<file path="src/rtl/dmx_rx_pkg.sv">
package dmx_rx_pkg;

    typedef enum logic [1:0] {
        SEEK_BREAK = 2'd0,
        GET_START  = 2'd1,
        GET_SLOTS  = 2'd2
    } ctrl_state_t;

    typedef enum logic [2:0] {
        U_ARM   = 3'd0,
        U_IDLE  = 3'd1,
        U_START = 3'd2,
        U_DATA  = 3'd3,
        U_STOP  = 3'd4
    } uart_state_t;

    typedef struct packed {
        logic       valid;
        logic       ferr;
        logic [7:0] data;
    } slot_evt_t;

    localparam logic [7:0] NULL_START_CODE = 8'h00;

    function automatic int unsigned clk_ratio(input int unsigned fast_hz,
                                              input int unsigned slow_hz);
        return (fast_hz + slow_hz / 2) / slow_hz;
    endfunction

endpackage

</file>
<file path="src/rtl/dmx_break_det.sv">
module dmx_break_det #(
    parameter int unsigned SAMPLE_CLKS   = 200,
    parameter int unsigned BREAK_SAMPLES = 20
) (
    input  logic clk,
    input  logic rst,
    input  logic en,
    input  logic rx,
    output logic brk
);
    localparam int TW = $clog2(SAMPLE_CLKS + 1);
    localparam int RW = $clog2(BREAK_SAMPLES + 1);

    logic [TW-1:0] tick_cnt;
    logic [RW-1:0] low_run;

    always_ff @(posedge clk) begin
        if (rst || !en) begin
            tick_cnt <= '0;
            low_run  <= '0;
            brk      <= 1'b0;
        end else begin
            brk <= 1'b0;
            if (tick_cnt == TW'(SAMPLE_CLKS - 1)) begin
                tick_cnt <= '0;
                if (rx) begin
                    low_run <= '0;
                end else if (low_run == RW'(BREAK_SAMPLES - 1)) begin
                    brk     <= 1'b1;
                    low_run <= '0;
                end else begin
                    low_run <= low_run + RW'(1);
                end
            end else begin
                tick_cnt <= tick_cnt + TW'(1);
            end
        end
    end

    // a break is only declared on a low sample
    a_r2_brk_on_low: assert property (@(posedge clk) disable iff (rst)
        brk |-> $past(!rx));

endmodule

</file>
<file path="src/rtl/dmx_slot_uart.sv">
module dmx_slot_uart
    import dmx_rx_pkg::*;
#(
    parameter int unsigned CLKS_PER_BIT = 200
) (
    input  logic      clk,
    input  logic      rst,
    input  logic      en,
    input  logic      rx,
    output slot_evt_t evt
);
    localparam int CW   = $clog2(CLKS_PER_BIT + 1);
    localparam int HALF = CLKS_PER_BIT / 2;

    uart_state_t st;
    logic [CW-1:0] cnt;
    logic [2:0]    bit_i;
    logic [7:0]    shreg;

    always_ff @(posedge clk) begin
        if (rst || !en) begin
            st    <= U_ARM;
            cnt   <= '0;
            bit_i <= '0;
            shreg <= '0;
            evt   <= '0;
        end else begin
            evt.valid <= 1'b0;
            evt.ferr  <= 1'b0;
            case (st)
                U_ARM: begin
                    if (rx) st <= U_IDLE;
                end
                U_IDLE: begin
                    if (!rx) begin
                        st  <= U_START;
                        cnt <= '0;
                    end
                end
                U_START: begin
                    if (cnt == CW'(HALF - 1)) begin
                        cnt <= '0;
                        if (rx) begin
                            st <= U_IDLE;
                        end else begin
                            st    <= U_DATA;
                            bit_i <= '0;
                        end
                    end else begin
                        cnt <= cnt + CW'(1);
                    end
                end
                U_DATA: begin
                    if (cnt == CW'(CLKS_PER_BIT - 1)) begin
                        cnt   <= '0;
                        shreg <= {rx, shreg[7:1]};
                        if (bit_i == 3'd7) st <= U_STOP;
                        else bit_i <= bit_i + 3'd1;
                    end else begin
                        cnt <= cnt + CW'(1);
                    end
                end
                U_STOP: begin
                    if (cnt == CW'(CLKS_PER_BIT - 1)) begin
                        cnt      <= '0;
                        evt.data <= shreg;
                        if (rx) begin
                            evt.valid <= 1'b1;
                            st        <= U_IDLE;
                        end else begin
                            evt.ferr <= 1'b1;
                            st       <= U_ARM;
                        end
                    end else begin
                        cnt <= cnt + CW'(1);
                    end
                end
                default: st <= U_ARM;
            endcase
        end
    end

    // a slot is either good or malformed, never both
    a_r9_evt_exclusive: assert property (@(posedge clk) disable iff (rst)
        !(evt.valid && evt.ferr));

    // one slot event per decoded slot
    a_r4_evt_single: assert property (@(posedge clk) disable iff (rst)
        evt.valid |=> !evt.valid);

endmodule

</file>
<file path="src/rtl/dmx_slot_ctrl.sv">
module dmx_slot_ctrl
    import dmx_rx_pkg::*;
#(
    parameter int unsigned NCH       = 16,
    parameter int unsigned MAX_SLOTS = 512,
    parameter int unsigned SLOT_W    = 10,
    parameter int unsigned CNT_W     = 5,
    parameter int unsigned IW        = 4
) (
    input  logic              clk,
    input  logic              rst,
    input  logic              brk,
    input  slot_evt_t         evt,
    input  logic [SLOT_W-1:0] start_addr,
    input  logic [CNT_W-1:0]  chan_count,
    output logic              brk_en,
    output logic              uart_en,
    output logic              wr_en,
    output logic [IW-1:0]     wr_idx,
    output logic [7:0]        wr_data,
    output logic              done,
    output logic              ferr_o
);
    ctrl_state_t       state;
    logic [SLOT_W-1:0] slot_idx;
    logic [SLOT_W-1:0] nxt_idx;
    logic [SLOT_W-1:0] pos;
    logic [CNT_W-1:0]  stored;
    logic [CNT_W-1:0]  eff;
    logic              in_win;
    logic              last_ch;
    logic              last_slot;

    always_comb begin
        eff = chan_count;
        if (chan_count == '0 || chan_count > CNT_W'(NCH)) eff = CNT_W'(NCH);
        nxt_idx   = slot_idx + SLOT_W'(1);
        in_win    = nxt_idx > start_addr;
        pos       = slot_idx - start_addr;
        last_ch   = in_win && (stored + CNT_W'(1) == eff);
        last_slot = nxt_idx == SLOT_W'(MAX_SLOTS);
    end

    assign brk_en  = state == SEEK_BREAK;
    assign uart_en = state != SEEK_BREAK;
    assign wr_en   = (state == GET_SLOTS) && evt.valid && in_win;
    assign wr_idx  = pos[IW-1:0];
    assign wr_data = evt.data;

    always_ff @(posedge clk) begin
        if (rst) begin
            state    <= SEEK_BREAK;
            slot_idx <= '0;
            stored   <= '0;
            done     <= 1'b0;
            ferr_o   <= 1'b0;
        end else begin
            done   <= 1'b0;
            ferr_o <= 1'b0;
            case (state)
                SEEK_BREAK: begin
                    if (brk) begin
                        state    <= GET_START;
                        slot_idx <= '0;
                        stored   <= '0;
                    end
                end
                GET_START: begin
                    if (evt.ferr) begin
                        ferr_o <= 1'b1;
                        state  <= SEEK_BREAK;
                    end else if (evt.valid) begin
                        if (evt.data == NULL_START_CODE) state <= GET_SLOTS;
                        else state <= SEEK_BREAK;
                    end
                end
                GET_SLOTS: begin
                    if (evt.ferr) begin
                        ferr_o <= 1'b1;
                        state  <= SEEK_BREAK;
                    end else if (evt.valid) begin
                        slot_idx <= nxt_idx;
                        if (in_win) stored <= stored + CNT_W'(1);
                        if (last_ch || last_slot) begin
                            done  <= 1'b1;
                            state <= SEEK_BREAK;
                        end
                    end
                end
                default: state <= SEEK_BREAK;
            endcase
        end
    end

    // the done flag is a single-cycle pulse
    a_r7_done_pulse: assert property (@(posedge clk) disable iff (rst)
        done |=> !done);

    // the slot counter never passes the packet limit
    a_r8_idx_bound: assert property (@(posedge clk) disable iff (rst)
        slot_idx <= SLOT_W'(MAX_SLOTS));

    // never more channels stored than the bank holds
    a_r7_stored_bound: assert property (@(posedge clk) disable iff (rst)
        stored <= CNT_W'(NCH));

    // an aborted packet never also completes
    a_r9_err_no_done: assert property (@(posedge clk) disable iff (rst)
        ferr_o |-> !done);

endmodule

</file>
<file path="src/rtl/dmx_chan_bank.sv">
module dmx_chan_bank #(
    parameter int unsigned NCH = 16,
    parameter int unsigned IW  = 4
) (
    input  logic             clk,
    input  logic             rst,
    input  logic             wr_en,
    input  logic [IW-1:0]    wr_idx,
    input  logic [7:0]       wr_data,
    output logic [NCH*8-1:0] vals
);
    for (genvar g = 0; g < NCH; g++) begin : g_ch
        logic [7:0] level;
        always_ff @(posedge clk) begin
            if (rst) level <= 8'h00;
            else if (wr_en && wr_idx == IW'(g)) level <= wr_data;
        end
        assign vals[g*8 +: 8] = level;
    end

    // bank is cleared on the cycle after reset
    a_r1_bank_clear: assert property (@(posedge clk)
        $past(rst) |-> vals == '0);

endmodule

</file>
<file path="src/rtl/dmx_slot_rx.sv">
module dmx_slot_rx
    import dmx_rx_pkg::*;
#(
    parameter int unsigned CLK_HZ        = 50_000_000,
    parameter int unsigned BAUD          = 250_000,
    parameter int unsigned SAMPLE_HZ     = 250_000,
    parameter int unsigned BREAK_SAMPLES = 20,
    parameter int unsigned MAX_SLOTS     = 512,
    parameter int unsigned NCH           = 16
) (
    input  logic                               clk,
    input  logic                               rst,
    input  logic                               rx_line,
    input  logic [$clog2(MAX_SLOTS+1)-1:0]     start_addr,
    input  logic [$clog2(NCH+1)-1:0]           chan_count,
    output logic [NCH*8-1:0]                   chan_vals,
    output logic                               frame_done,
    output logic                               frame_err
);
    localparam int unsigned SLOT_W      = $clog2(MAX_SLOTS + 1);
    localparam int unsigned CNT_W       = $clog2(NCH + 1);
    localparam int unsigned IW          = (NCH > 1) ? $clog2(NCH) : 1;
    localparam int unsigned BIT_CLKS    = clk_ratio(CLK_HZ, BAUD);
    localparam int unsigned SAMPLE_CLKS = clk_ratio(CLK_HZ, SAMPLE_HZ);

    logic          brk, brk_en, uart_en, wr_en;
    logic [IW-1:0] wr_idx;
    logic [7:0]    wr_data;
    slot_evt_t     evt;

    dmx_break_det #(
        .SAMPLE_CLKS  (SAMPLE_CLKS),
        .BREAK_SAMPLES(BREAK_SAMPLES)
    ) u_brk (
        .clk(clk), .rst(rst), .en(brk_en), .rx(rx_line), .brk(brk)
    );

    dmx_slot_uart #(
        .CLKS_PER_BIT(BIT_CLKS)
    ) u_uart (
        .clk(clk), .rst(rst), .en(uart_en), .rx(rx_line), .evt(evt)
    );

    dmx_slot_ctrl #(
        .NCH(NCH), .MAX_SLOTS(MAX_SLOTS), .SLOT_W(SLOT_W),
        .CNT_W(CNT_W), .IW(IW)
    ) u_ctrl (
        .clk(clk), .rst(rst), .brk(brk), .evt(evt),
        .start_addr(start_addr), .chan_count(chan_count),
        .brk_en(brk_en), .uart_en(uart_en), .wr_en(wr_en),
        .wr_idx(wr_idx), .wr_data(wr_data),
        .done(frame_done), .ferr_o(frame_err)
    );

    dmx_chan_bank #(
        .NCH(NCH), .IW(IW)
    ) u_bank (
        .clk(clk), .rst(rst), .wr_en(wr_en), .wr_idx(wr_idx),
        .wr_data(wr_data), .vals(chan_vals)
    );

    // a break is never declared while slots are being decoded
    a_r3_no_brk_in_capture: assert property (@(posedge clk) disable iff (rst)
        uart_en |-> !brk);

endmodule

</file>
<file path="config.mk">
export PLATFORM = sky130hd
export DESIGN_NAME = dmx_slot_rx
export DESIGN_NICKNAME = d
export VERILOG_FILES = /design/src/rtl/dmx_rx_pkg.sv /design/src/rtl/dmx_break_det.sv /design/src/rtl/dmx_slot_uart.sv /design/src/rtl/dmx_slot_ctrl.sv /design/src/rtl/dmx_chan_bank.sv /design/src/rtl/dmx_slot_rx.sv
export SDC_FILE = /design/constraint.sdc
export NUM_CORES = 1
export LEC_CHECK = 0
export ABC_AREA = 0
export CAP_MARGIN = 20
export CORE_ASPECT_RATIO = 2
export CORE_MARGIN = 5
export CORE_UTILIZATION = 44
export CTS_BUF_LIST = sky130_fd_sc_hd__clkbuf_8
export CTS_CLUSTER_SIZE = 25
export DETAILED_ROUTE_END_ITERATION = 10
export PLACE_DENSITY = 0.68
export REMOVE_ABC_BUFFERS = 1
export SYNTH_ARGS = -nofsm -noshare
export SYNTH_HDL_FRONTEND = slang
export SYNTH_SLANG_ARGS = --single-unit
</file>
<file path="constraint.sdc">
create_clock -name clk -period 4.05 [get_ports clk]
set_clock_uncertainty 0.05 [all_clocks]
set_input_delay 0.6075 -clock clk [delete_from_list [all_inputs] [get_ports clk]]
set_output_delay 0.6075 -clock clk [all_outputs]
set_load 0.01 [all_outputs]
</file>
==> summary.md <==
| Metric | Value |
|---|---|
| Initial Utilization | 44.67% |
| Cell taking the most area after synthesis | dfxtp_1 |
| Sequential fraction of the synthesis area | 43.44% |
| First-pass GRT wire length | 40.01 mm |
| Initial antenna violation count | 0 |
| CTS buffer count | 17 |
| Total GRT Usage | 20.78% |
| Core Area | 19910 um2 |
| Crit path kind | reg -> reg |
| Pwr Density | 305.8 nW/um2 |
| FF+latch area | 3864 um2 |
| Io pins | 148 |
| Synth unique cells | 75 |
| LEAKAGE | 0.003507 uW |
| Htree depth | 4 |
| Slew Limit Headroom | 33.11% |
| Transition time of the tightest slew-check pin | 0.9980 ns |
| DRC | 0 |
| Max-cap viol count | 0 |
| Fin Setup TNS | 0 ns |
| DIE AREA | 23330 um2 |
| Peak Freq | 269.2 MHz |
| Worst-path cell chain | ha_1, nand3_1, nor2_1, nand3_1, xnor2_1, ha_1, nand4_1, nor2_2, a221o_1, buf_12, nand3_1, o21ai_0, a21oi_1 |
| Final max-slew violation count | 0 |
| Avg WL per Cell | 17.62 um |
| CP Capture Type | register |
| Detail Placement HPWL | 17.16 mm |
| Largest net degree at the start of global routing | 106 |
| Synth area leaders | dfxtp_1 (43%), a21oi_1 (8.5%), nand3_1 (7.9%), o21ai_0 (7.8%), ha_1 (3.4%) |
| Minimum clock period | 3.715 ns |
| Placement Cell Area | 10340 um2 |
| Most frequent cells in the layout | dfxtp_1 (193), a21oi_1 (151), clkdlybuf4s50_1 (146), nand3_1 (140), o21ai_0 (139) |
| Antenna Violating Nets Remaining | 0 |
| Synth top area share | 43.44% |
| WP data arrival | 4.01 ns |
| Hold slack | 0.4049 ns |
| Finish-stage setup viols | 0 |
| # diodes | 0 |
| Status | complete, no violations |
| Crit start category | register |
| 1st-iter DRT viols | 381 |
| CTS tree | built |
| Routability cong. | 0.7805 |
| CTS Buffer Depth | 2 |
| Area Growth Syn to Fin | 20.88% |
| Synth warnings | 0 |
| Worst IR drop on VDD | 0.1777 mV |
| Die Y | 211.1 um |
| Critical Path RT | 4.34 ns |
| Root buf cell | clkbuf_8 |
| Worst skew pair latency | 0.48 ns |
| Routed wire length | 24.85 mm |
| Crit path max-delay family | simple AND/OR/NAND/NOR gates |
| Syn Area/Cell | 8.447 um2 |
| CP most frequent cell | nand3_1 |
| Gr ovfl total | 0 |
| Part of the cycle the worst path needs | 91.72% |
| 1st-pass router iterations | 5 |
| Final core occ | 54.00% |
| Post-Synthesis Cell Area | 8895 um2 |
| Die X | 110.5 um |
| Most common cell after layout, fill and taps aside | dfxtp_1 |
| Hold Buf Count CTS | 0 |
| Vias in the first global route | 7737 |
| CP bufs+invs | 1 |
| Cell Rows | 73 |
| Crit-path max FO | 16 |
| Fin. Hold Viols | 0 |
| Vias/cell | 5.619 |
| Cell count after synthesis | 1053 |
| Layout cell share with drive strength beyond 1 | 6.620% |
| Multi-input gate area | 4423 um2 |
| Worst-path clk slew | 0.10 ns |
| Via count | 7923 |
| Sink Count | 193 |
| Ys async rst share | 0% |
| Port-buffer cells | 147 |
| Worst path max stage delay | 0.40 ns |
| # nets final | 1178 |
| CP max stage cell | a221o_1 |
| Min-Delay Path Class | reg -> reg |
| Fillers | 1958 |
| Synth Flop Type | dfxtp_1 |
| Design Area, Final | 10750 um2 |
| Synth Register Bits | 193 |
| EDFF count, synth | 0 |
-- Yosys cell counts, drive strengths merged (2+ instances only) --
cell,count
and4b,2
xnor2,17
mux2i,21
nor4,3
or2,2
nor4b,2
o211ai,3
a22oi,6
nand3,148
nor3b,5
dfxtp,193
inv,26
nor3,11
or4b,2
and3,14
clkbuf,55
a21oi,151
a21o,6
a22o,2
o21ai,144
xor2,11
o21a,3
buf,43
nand3b,2
nor2b,8
o31ai,3
or4,4
a31oi,6
o32ai,2
nand2b,8
nor2,65
ha,24
nand4,14
nand2,24
or3,4
-- path summary, 6_finish.rpt --
kind	start	endpoint	slack, ns	cells past startpoint
worst min register to register	u_brk.tick_cnt[0]$_SDFF_PP0_	u_brk.tick_cnt[0]$_SDFF_PP0_	0.40	1
worst max register to register	u_ctrl.slot_idx[1]$_SDFFE_PP0P_	u_bank.g_ch[11].level[2]$_SDFFE_PP0P_	0.34	13
worst min-delay path	u_brk.tick_cnt[0]$_SDFF_PP0_	u_brk.tick_cnt[0]$_SDFF_PP0_	0.40	1
worst max-delay path	u_ctrl.slot_idx[1]$_SDFFE_PP0P_	u_bank.g_ch[11].level[2]$_SDFFE_PP0P_	0.34	13
-- state kept, by name, summed over array words and instances, names as in the netlist --
name and cells:
u_brk.tick_cnt 8, u_brk.brk 1, u_uart.cnt 8, u_uart.st 3, u_ctrl.done 1, u_brk.low_run 5
u_uart.evt 10, u_uart.shreg 8, u_ctrl.ferr_o 1, u_uart.bit_i 3, u_ctrl.state 2, u_ctrl.stored 5
u_bank.g_ch.level 128, u_ctrl.slot_idx 10
-- layer usage --
layer	wire (um)	track usage [%]	share of wire [%]	vias up
li1	-	-	-	3917
met1	9219	21.79	37	3746
met2	13720	39.91	55	209
met3	1058	3.670	4.3	51
met4	847	9.184	3.4	0
met5	0	0	0	-
-- stage by stage --
stage | instances | worst slack [ns] | total power, uW
6_report | 1410 | 0.3354 | 3288
5_1_grt | 1410 | -0.0008149 | 3404
4_1_cts | 1410 | 0.3190 | 3318
3_5_place_dp | 1378 | 0.3554 | 2059
3_3_place_gp | 1378 | 0.4723 | 2058
2_1_floorplan | 955 | -1.139 | 1994
-- cells by family (layout without fill, tap and decap cells) --
kind of cell	after synthesis	after routing	synth area share [%]
muxes	21	21	2.363
adders and majority gates	25	25	3.601
and+or+nand+nor	324	324	19.82
buffers and inverters	124	219	7.019
DFF	193	193	43.44
xor gates and xnor gates	29	29	3.179
AOI/OAI and AO/OA	337	337	20.58
-- cell type report --
type,count,area share (%)
multi-input cells,736,41.14
clock inverters,15,1.571
clock buffers,17,2.176
flip-flops and latches,193,35.94
repair buffers,161,15.22
well taps,262,3.049
inverters,26,0.9077
-- timing repair --
action | CTS | global route
endpoints found under the setup margin | 0 | 3
resized for setup | 0 | 1
setup buffers | 0 | 0
-- where the power goes --
| part | internal (uW) | total (uW) | switching (uW) |
|---|---|---|---|
| registers | 1900 | 1900 | 2.15 |
| logic | 39.1 | 115 | 75.9 |
| clock network | 518 | 1270 | 754 |
No activity file was read; power rests on OpenSTA's default activity.
